--- src/rtl/gpio_chg_pkg.sv ---
package gpio_chg_pkg;
    localparam int unsigned NPIN_DEF   = 6;
    localparam int unsigned REG_W_DEF  = 8;
    localparam int unsigned STAGES_DEF = 2;
endpackage

--- src/rtl/gcd_sync.sv ---
module gcd_sync #(
    parameter int unsigned W      = gpio_chg_pkg::NPIN_DEF,
    parameter int unsigned STAGES = gpio_chg_pkg::STAGES_DEF
) (
    input  logic         clk,
    input  logic         rst_n,
    input  logic [W-1:0] din,
    output logic [W-1:0] dout
);
    logic [W-1:0] stg_d [STAGES];
    logic [W-1:0] stg_q [STAGES];

    for (genvar s = 0; s < STAGES; s++) begin : g_stage
        if (s == 0) begin : g_first
            always_comb stg_d[s] = din;
        end else begin : g_next
            always_comb stg_d[s] = stg_q[s-1];
        end

        always_ff @(posedge clk or negedge rst_n) begin
            if (!rst_n) stg_q[s] <= '0;
            else        stg_q[s] <= stg_d[s];
        end
    end

    assign dout = stg_q[STAGES-1];
endmodule

--- src/rtl/gcd_snap.sv ---
module gcd_snap #(
    parameter int unsigned W = gpio_chg_pkg::NPIN_DEF
) (
    input  logic         clk,
    input  logic         rst_n,
    input  logic [W-1:0] pin_s,
    input  logic [W-1:0] en,
    input  logic         acc,
    output logic [W-1:0] snap,
    output logic         mis_any,
    output logic         set_req
);
    typedef struct packed {
        logic [W-1:0] snap;
    } st_t;

    st_t          st_d, st_q;
    logic [W-1:0] mis;

    always_comb begin
        st_d    = st_q;
        mis     = (pin_s ^ st_q.snap) & en;
        mis_any = |mis;
        set_req = mis_any & ~acc;
        if (acc) st_d.snap = pin_s;
    end

    always_ff @(posedge clk or negedge rst_n) begin
        if (!rst_n) st_q <= '0;
        else        st_q <= st_d;
    end

    assign snap = st_q.snap;
endmodule

--- src/rtl/gcd_flag.sv ---
module gcd_flag (
    input  logic clk,
    input  logic rst_n,
    input  logic set_i,
    input  logic clr_i,
    output logic flag
);
    typedef struct packed {
        logic flag;
    } st_t;

    st_t st_d, st_q;

    always_comb begin
        st_d = st_q;
        if (clr_i) st_d.flag = 1'b0;
        if (set_i) st_d.flag = 1'b1;
    end

    always_ff @(posedge clk or negedge rst_n) begin
        if (!rst_n) st_q <= '0;
        else        st_q <= st_d;
    end

    assign flag = st_q.flag;
endmodule

--- src/rtl/gpio_chg_det.sv ---
module gpio_chg_det #(
    parameter int unsigned NPIN   = gpio_chg_pkg::NPIN_DEF,
    parameter int unsigned REG_W  = gpio_chg_pkg::REG_W_DEF,
    parameter int unsigned STAGES = gpio_chg_pkg::STAGES_DEF
) (
    input  logic             clk,
    input  logic             rst_n,
    input  logic [NPIN-1:0]  pin_i,
    input  logic             port_rd_i,
    input  logic             port_wr_i,
    output logic [NPIN-1:0]  port_rdata_o,
    input  logic             en_wr_i,
    input  logic [REG_W-1:0] en_wdata_i,
    output logic [REG_W-1:0] en_rdata_o,
    input  logic             flag_clr_i,
    input  logic             gie_i,
    output logic             flag_o,
    output logic             irq_o,
    output logic             wake_o
);
    localparam int unsigned PAD_W = REG_W - NPIN;

    typedef struct packed {
        logic [NPIN-1:0] en;
    } st_t;

    st_t             st_d, st_q;
    logic [NPIN-1:0] pin_s;
    logic [NPIN-1:0] snap;
    logic            acc;
    logic            mis_any;
    logic            set_req;
    logic            flag;
    logic            unused_hi;

    assign unused_hi = ^en_wdata_i[REG_W-1:NPIN];

    always_comb begin
        st_d = st_q;
        if (en_wr_i) st_d.en = en_wdata_i[NPIN-1:0];
    end

    always_ff @(posedge clk or negedge rst_n) begin
        if (!rst_n) st_q <= '0;
        else        st_q <= st_d;
    end

    gcd_sync #(.W(NPIN), .STAGES(STAGES)) u_sync (
        .clk  (clk),
        .rst_n(rst_n),
        .din  (pin_i),
        .dout (pin_s)
    );

    assign acc = port_rd_i | port_wr_i;

    gcd_snap #(.W(NPIN)) u_snap (
        .clk    (clk),
        .rst_n  (rst_n),
        .pin_s  (pin_s),
        .en     (st_q.en),
        .acc    (acc),
        .snap   (snap),
        .mis_any(mis_any),
        .set_req(set_req)
    );

    gcd_flag u_flag (
        .clk  (clk),
        .rst_n(rst_n),
        .set_i(set_req),
        .clr_i(flag_clr_i),
        .flag (flag)
    );

    assign port_rdata_o = pin_s;
    assign en_rdata_o   = {{PAD_W{1'b0}}, st_q.en};
    assign flag_o       = flag;
    assign wake_o       = flag;
    assign irq_o        = flag & gie_i;
endmodule

--- config.mk ---
export PLATFORM = sky130hd
export DESIGN_NAME = gpio_chg_det
export DESIGN_NICKNAME = d
export VERILOG_FILES = /design/src/rtl/gpio_chg_pkg.sv /design/src/rtl/gcd_sync.sv /design/src/rtl/gcd_snap.sv /design/src/rtl/gcd_flag.sv /design/src/rtl/gpio_chg_det.sv
export SDC_FILE = /design/constraint.sdc
export NUM_CORES = 1
export LEC_CHECK = 0
export BUFFER_PORTS_ARGS = -buffer_cell sky130_fd_sc_hd__buf_2
export CELL_PAD_IN_SITES_DETAIL_PLACEMENT = 0
export CELL_PAD_IN_SITES_GLOBAL_PLACEMENT = 1
export CORE_MARGIN = 4
export CORE_UTILIZATION = 38
export CTS_BUF_LIST = sky130_fd_sc_hd__clkbuf_8
export CTS_CLUSTER_SIZE = 12
export DETAILED_ROUTE_END_ITERATION = 8
export PLACE_DENSITY_LB_ADDON = 0.1
export SLEW_MARGIN = 20
export SYNTH_ARGS = -nofsm -noshare
export SYNTH_HDL_FRONTEND = slang
export SYNTH_SLANG_ARGS = --single-unit
--- constraint.sdc ---
create_clock -name clk -period 1.49 [get_ports clk]
set_input_delay 0.0745 -clock clk [delete_from_list [all_inputs] [get_ports clk]]
set_output_delay 0.0745 -clock clk [all_outputs]
set_load 0.05 [all_outputs]
# After elaboration in Yosys (flattened, before gate mapping)
# Index checks and enable logic that the tools add are counted.
[totals]
ff_bits = 25
inputBits = 21
out_inout_bits = 17
elab_cells = 15
[op_classes]
muxes = 2
bitwise_logic = 6
reduce_logical = 2
[ops]
columns = ["operator", "n"]
rows = [
  ["$and A6 B6 Y6", 1],
  ["$reduce_or A6 Y1", 1],
  ["$xor A6 B6 Y6", 1],
  ["$and A1 B1 Y1", 2],
  ["$mux W1", 2],
  ["$reduce_bool A2 Y1", 1],
  ["$not A1 Y1", 1],
  ["$or A1 B1 Y1", 1],
]

# Depth between registers and ports, before layout
# Gate-level depths: netlist of the first run.
[logic_depth]
word_depth = 5
mapped_depth = 4
ltp_nobuf = 4

# Cells and area by module
# From an unflattened synthesis of the first run, not the netlist that was laid out.
[unflattened]
hier_cells = 58
hier_area_um2 = 935.9
[modules_own_cells]
columns = ["mod", "n_inst", "cells_per_inst", "area_each_um2", "seq_area_each_um2"]
rows = [
  ["gcd_snap", 1, 24, 309.0, 150.1],
  ["gcd_sync", 1, 12, 300.3, 300.3],
  ["gpio_chg_det", 1, 19, 290.3, 150.1],
  ["gcd_flag", 1, 3, 36.3, 25.0],
]

# Worst setup path after synthesis of the first run
# No wires, ideal clock.
[synth_path]
path_kind = "flip-flop to flip-flop"
startpoint = "register u_sync.stg_q, in the netlist u_sync.dout[1]"
endpoint = "register u_flag.st_q (netlist: u_flag.flag)"
setup_ns = 0.121
t_arrival_ns = 1.236
t_required_ns = 1.369
path_slack_ns = 0.133
stages_incl_launch_ff = 5
path_buffers = 0
synth_period_minus_slack_ns = 1.357
path_cell_list = "dfrtp_1 > xor2_1 > a22oi_1 > nand3_1 > a22o_1"
[synth_via]
elab_chain_cells = 5
elab_cells_between_ends = 6
classes_between = "mux: 1; bitwise: 3; reduce/logical: 2"
[synth_lines]
columns = ["element", "line_no", "source"]
rows = [
  ["start: declaration", "gcd_sync.sv:11", "logic [W-1:0] stg_q [STAGES];"],
  ["start signal: indexed assignment", "gcd_sync.sv:22", "else stg_q[s] <= stg_d[s];"],
  ["$xor A6 B6 Y6 (*)", "gcd_snap.sv:22", "mis = (pin_s ^ st_q.snap) & en;"],
  ["$and A6 B6 Y6 (*)", "gcd_snap.sv:22", ""],
  ["$reduce_or A6 Y1 (*)", "gcd_snap.sv:23", "mis_any = |mis;"],
  ["$and A1 B1 Y1 (*)", "gcd_snap.sv:24", "set_req = mis_any & ~acc;"],
  ["$mux W1 / $reduce_bool A2 Y1 (equally long branches)", "-", ""],
  ["end signal: assignment", "gcd_flag.sv:22", "else st_q <= st_d;"],
  ["end: declaration", "gcd_flag.sv:12", "st_t st_d, st_q;"],
]
# Every way passes the cells marked *; elsewhere a longest branch is shown, timed or not.
# A chain may end at the register's enable or synchronous reset.

# Worst setup path after layout of the first run
[layout_path]
startpoint = "register u_snap.st_q, in the netlist u_snap.snap[1]"
endpoint = "register u_flag.st_q (netlist: u_flag.flag)"
[layout_via]
elab_chain_cells = 5
elab_cells_between_ends = 6
classes_between = "mux: 1; bitwise: 3; reduce/logical: 2"
[layout_lines]
columns = ["element", "line_no", "source"]
rows = [
  ["start: declaration", "gcd_snap.sv:17", "st_t st_d, st_q;"],
  ["start signal: assignment", "gcd_snap.sv:30", "else st_q <= st_d;"],
  ["$xor A6 B6 Y6 (*)", "gcd_snap.sv:22", ""],
  ["$and A6 B6 Y6 (*)", "gcd_snap.sv:22", ""],
  ["$reduce_or A6 Y1 (*)", "gcd_snap.sv:23", ""],
  ["$and A1 B1 Y1 (*)", "gcd_snap.sv:24", ""],
  ["$mux W1 / $reduce_bool A2 Y1 (equally long branches)", "-", ""],
]
# Marked as above.

==> reports/metrics.csv, run 1 <==
metric,value,unit
tightest_slew,535,ps
cts_resized,0,
dieHeight,56.6,um
seq_power_share,53.5,%
cp-start-kind,register,
grt_pass1_wl,2.70,mm
port_buffers,33,
setup.worst_path.class,register to register,
syn_area_per_cell,16.0,um2
fin_crit_sh,75.9,%
fin_crit,1130,ps
dp_cells,114,
die_area,0.00320,mm2
netlist_area,897,um2
final.setup_skew,2.06,ps
yosys.area.top_type,dfrtp_1,
place_area,0.00107,mm2
drt_first_pass_iters,2,
fmax,884,MHz
viasPerCell,4.46,
clk_latency,260,ps
p_leak,0.582,nW
ant_nets,0,
sw_frac_of_total,29.1,%
start_util,40.2,%
grt-ovfl-total,0,
final_cells,125,
grtUsageTotal,10.7,%
root_buffer,clkbuf_8,
vdd_drop_max,0.000680,V
seq_area_frac_synth,69.7,%
hold_depth,2,
crit_arrival,1280,ps
ys_types,12,
status,completed,
synth_top_cell_area_share,69.7,%
drv_cap,0,
gp_congestion,0.596,
startpoint,u_snap.snap[1],
grt_pass1_vias,643,
ioPinCount,38,
cts_buffer_depth,2,
hold_violations,0,
antenna_found_initial,0,
hold_class,input port to register,
grt_start_max_net_pins,26,
avgRoutedWirePerCell,12.2,um
synth_cells,56,
clkPwrFrac,25.9,%
slew_viol_final,0,
setup_slack,359,ps
yosysWarnings,0,
pre_cts_ws,346,ps
power_density,1200,mW/mm2
r2r_slack,360,ps
dp_hpwl,1.13,mm
cp-end-kind,register,
dieWidth,56.6,um
crit_path_max_fanout,2,
cts_sinks,25,
drc,0,
pwr-share-comb,20.6,%
crit_end,u_flag.flag,
area_growth,32.5,%
p_sw,0.000414,W
synth_area_leaders,"dfrtp_1 (70%), mux2_2 (15%), xor2_1 (5.9%)",
vias,557,
drive_gt1_share,50.5,%
intPower,0.00101,W
path_clk_slew,80,ps
cts_tree,built,
rsz0062_at_grt,false,
stdcell_area,0.00119,mm2
fp-row-count,17,
reg2regPathDepth,4,
antennaDiodeCount,0,
num-nets-final,119,
core_area,0.00223,mm2
htree_levels,1,
timing.rr.start,u_snap.snap[1],
cp_data_required_time,1640,ps
ys_seq_elements,25,
final_core_util,53.2,%
cts_made_buffers,3,
reg2reg_to,u_flag.flag,
slew_headroom,64.3,%
setup_viol,0,
fin_tns_setup,0,ps
drt_iter0_drc,3,
wl,1.52,mm
cts_setup_buffers,0,
-- kinds of logic (layout without fill, tap and decap cells) --
family / after synthesis / after routing / synth area share (%)
AO/OA/AOI/OAI: 4 / 4 / 3.49
multiplexers: 12 / 12 / 15.1
other: 1 / 2 / 0.418
flip-flops: 25 / 25 / 69.7
XOR/XNOR: 6 / 6 / 5.86
AND/OR/NAND/NOR: 3 / 3 / 1.95
buffers and inverters: 5 / 45 / 3.49
-- critical path, stage by stage, from the launching register on --
cell and delay [ps]:
dfrtp_1 390, xor2_1 160, a22oi_1 190, nand3_1 90, a22o_1 190
-- metrics by stage --
| stage | hold WS (ps) | power [W] |
|---|---|---|
| after floorplan | -221 | 0.000982 |
| after global placement | 88.5 | 0.00106 |
| after detailed placement | 94.7 | 0.00106 |
| after CTS | 34.4 | 0.00145 |
| after global routing | 31.5 | 0.00151 |
| final | 44.3 | 0.00143 |
-- layout make-up --
| type | count | area (um2) |
|---|---|---|
| multi-input combinational | 27 | 244 |
| fill | 214 | 1040 |
| tap | 28 | 35.0 |
| inverter | 1 | 3.75 |
| timing repair buffer | 40 | 235 |
| clock inverter | 1 | 3.75 |
| sequential | 25 | 626 |
| clock buffer | 3 | 41.3 |
-- what timing repair did --
action	4_1_cts	5_1_grt
hold buffers	7	0
endpoints found under the hold margin	31	0
setup endpoints to repair	0	0
-- sequential cells by signal (all words and copies together) (netlist names) --
signal and cells:
st_q 6, u_snap.snap 6, u_sync.dout 6, u_sync.stg_d 6, u_flag.flag 1
-- synth_stat cells (all sizes together) --
master / instances
inv: 1
nand3: 1
a22oi: 3
and2: 1
buf: 4
a22o: 1
conb: 1
dfrtp: 25
xor2: 6
mux2: 12
nor2: 1
-- power groups by stage --
stage / Sequential [W] / Clock [W] / Combinational (W)
floorplan: 0.000872 / 0 / 0.000110
global placement: 0.000774 / 0 / 0.000282
detailed placement: 0.000777 / 0 / 0.000285
CTS: 0.000763 / 0.000392 / 0.000299
global route: 0.000769 / 0.000422 / 0.000315
finish: 0.000762 / 0.000369 / 0.000294
-- worst min path at each step --
stage / slack [ps] / startpoint / to
finish: 40 / en_wdata_i[2] / st_q[2]
global route: 30 / en_wdata_i[2] / st_q[2]
CTS: 30 / en_wdata_i[2] / st_q[2]
detailed placement: 90 / rst_n / st_q[0]
global placement: 90 / rst_n / st_q[0]
floorplan: -220 / rst_n / st_q[0]
-- cells in the final DEF, fill, tap and decap left out --
cell / synthesis / routed
inv_1: 1 / 2
dfrtp_1: 25 / 25
clkbuf_8: 0 / 3
a22o_1: 1 / 1
and2_1: 1 / 1
nor2_2: 1 / 1
a22oi_1: 3 / 3
dlygate4sd3_1: 0 / 7
buf_2: 1 / 33
nand3_1: 1 / 1
xor2_1: 6 / 6
mux2_2: 12 / 12
conb_1: 1 / 2
-- routing by layer --
metal / share of wire, % / GRT usage (%) / wire [um] / up-vias
met3: 8.0 / 3.45 / 122 / 0
met1: 39 / 11.4 / 595 / 274
li1: - / - / - / 263
met2: 53 / 19.5 / 805 / 20
met5: 0 / 0 / 0 / -
met4: 0 / 4.07 / 0 / 0
No activity file was read; power rests on OpenSTA's default activity.
==> run 2: changes to the inputs <==
- ABC_AREA: not set -> 1
- CORE_UTILIZATION: 38 -> 37
- clock period: 1.49 -> 1.07 ns (I/O delays scaled with it)
==> run 2 against run 1 <==
Compared with the run above: via count rose by 22%; cell area rose by 6.7%; power rose by 44%; routed wire length rose by 11%; cell count rose by 22%; combinational power rose by 45%; count of clock-buffer cells in the layout did not move; die area rose by 6.6%; critical path type is now register to output pin; largest cell class unchanged.
==> reports/metrics.csv, run 2 <==
metric,value,unit
synthFlopType,dfrtp_1,
hold_class,input port to register,
cp_top_family,flip-flops,
setup.worst_path.class,register to output pin,
drt_iter0_drc,7,
port_buffers,33,
cts_buffer_depth,2,
synth_top_cell_area_share,66.5,%
r2r_slack,110,ps
cts_tree,built,
synthTopCellsByCount,"dfrtp_1 (25), nand2_1 (19), mux2_2 (10), nor2_1 (10), inv_1 (7)",
vias,681,
final_cells,153,
die_area,0.00341,mm2
timing.rr.start,u_sync.dout[5],
ant_nets,0,
core_area,0.00245,mm2
grtUsageTotal,11.4,%
grt_start_max_net_pins,26,
mostFrequentLayoutCell,buf_2,
netlist_area,941,um2
avgRoutedWirePerCell,11.1,um
ys_seq_elements,25,
fin_tns_setup,0,ps
path_clk_slew,90,ps
cp_data_required_time,1020,ps
antenna_found_initial,0,
path_depth,1,
synth_cells,82,
status,completed,
synth_area_leaders,"dfrtp_1 (66%), mux2_2 (12%), nand2_1 (7.6%)",
power_density,1620,mW/mm2
yosysWarnings,0,
antennaDiodeCount,0,
rsz0062_at_grt,false,
wl,1.69,mm
yosys.area.top_type,dfrtp_1,
gp_congestion,0.639,
hold_violations,0,
crit_end,en_rdata_o[2],
cp-end-kind,output pin,
crit_buf_inv,1,
tightest_slew,538,ps
fin_crit,989,ps
clk_latency,270,ps
fin_crit_sh,92.5,%
root_buffer,clkbuf_8,
dp_cells,142,
async_flop_share,100,%
grt-ovfl-total,0,
seq_area_frac_synth,66.5,%
crit_chain,buf_2,
drc,0,
htree_levels,1,
setup_viol,0,
drive_gt1_share,49.6,%
synthMostInstantiatedCell,dfrtp_1,
num-nets-final,145,
dieHeight,58.4,um
drv_cap,0,
cts_made_buffers,3,
dp_hpwl,1.20,mm
start_util,38.3,%
viasPerCell,4.45,
cts_setup_buffers,0,
startpoint,st_q[2],
ys_types,11,
cp-start-kind,register,
grt_pass1_wl,2.88,mm
dieWidth,58.4,um
fmax,1010,MHz
max_stage_delay,390,ps
slew_viol_final,0,
final.setup_skew,7.63,ps
drt_first_pass_iters,4,
reg2reg_to,u_flag.flag,
whs,8.36,ps
reg2regPathDepth,8,
fp-row-count,18,
synth-edff-count,0,
area_growth,34.8,%
ioPinCount,38,
crit_path_top_delay_cell,dfrtp_1,
syn_area_per_cell,11.5,um2
cts_sinks,25,
p_leak,0.633,nW
crit_path_max_fanout,3,
grt_pass1_vias,673,
crit_arrival,940,ps
layout_common_cells,"buf_2 (32), nand2_1 (18), dfrtp_1 (18)",
vdd_drop_max,0.00130,V
total_power,0.00205,W
slew_headroom,64.1,%
## run 2: worst register-to-register path, delay by kind of cell (launching register included)
family	cells	cell delay (ps)
buf+inv	2	120
flops	1	420
simple gates	6	320
## run 2: what timing repair did
action                     CTS  global route
setup endpoints to repair    0             2
resized for setup            0             9
hold buffers                 7             0
hold endpoints to repair    31             0
## run 2: layout make-up
type / count / area, um2
clock inverters: 1 / 7.51
repair buffers: 40 / 241
inverters: 7 / 26.3
well taps: 30 / 37.5
multi-input cells: 47 / 280
fillers: 233 / 1190
clock buffers: 3 / 41.3
flip-flops and latches: 25 / 634
## run 2: where the power goes
group	internal, W	leakage, nW	total, W	switching, W
registers	0.00102	0.286	0.00107	0.0000496
logic	0.000139	0.326	0.000427	0.000288
clock network	0.000264	0.0217	0.000556	0.000293
## run 2: worst min-delay path by stage
stage	depth (start not counted)	start	endpoint	slack (ps)
6_report	2	en_wdata_i[4]	st_q[4]	8
4_1_cts	2	en_wdata_i[4]	st_q[4]	0.5
5_1_grt	2	en_wdata_i[3]	st_q[3]	3
3_3_place_gp	1	rst_n	u_snap.snap[0]	80
3_5_place_dp	1	rst_n	u_snap.snap[0]	70
2_1_floorplan	0	rst_n	st_q[0]	-240
## run 2: metrics by stage
step                      util [%]  worst slack (ps)  instance area (um2)
after CTS                     50.8              24.9                 1250
after global routing          51.7              6.53                 1270
after floorplan                  -             -16.3                  953
after global placement        46.0               131                 1130
final                         51.7              80.7                 1270
after detailed placement      46.0               112                 1130
## run 2: kinds of logic (layout without fill, tap and decap cells)
family,Yosys count,in the layout,share of synthesized area [%]
mux,10,10,12.0
flops,25,25,66.5
buf+inv,11,51,5.72
compound gates,2,2,1.06
other cells,1,2,0.399
simple gates,33,33,14.4
## run 2: metal layers
| metal | up-vias | track usage [%] | part of all wire [%] |
|---|---|---|---|
| met4 | 0 | 2.98 | 0.77 |
| met1 | 314 | 13.3 | 41 |
| met5 | - | 0 | 0 |
| met2 | 30 | 19.1 | 46 |
| li1 | 335 | - | - |
| met3 | 2 | 5.04 | 12 |
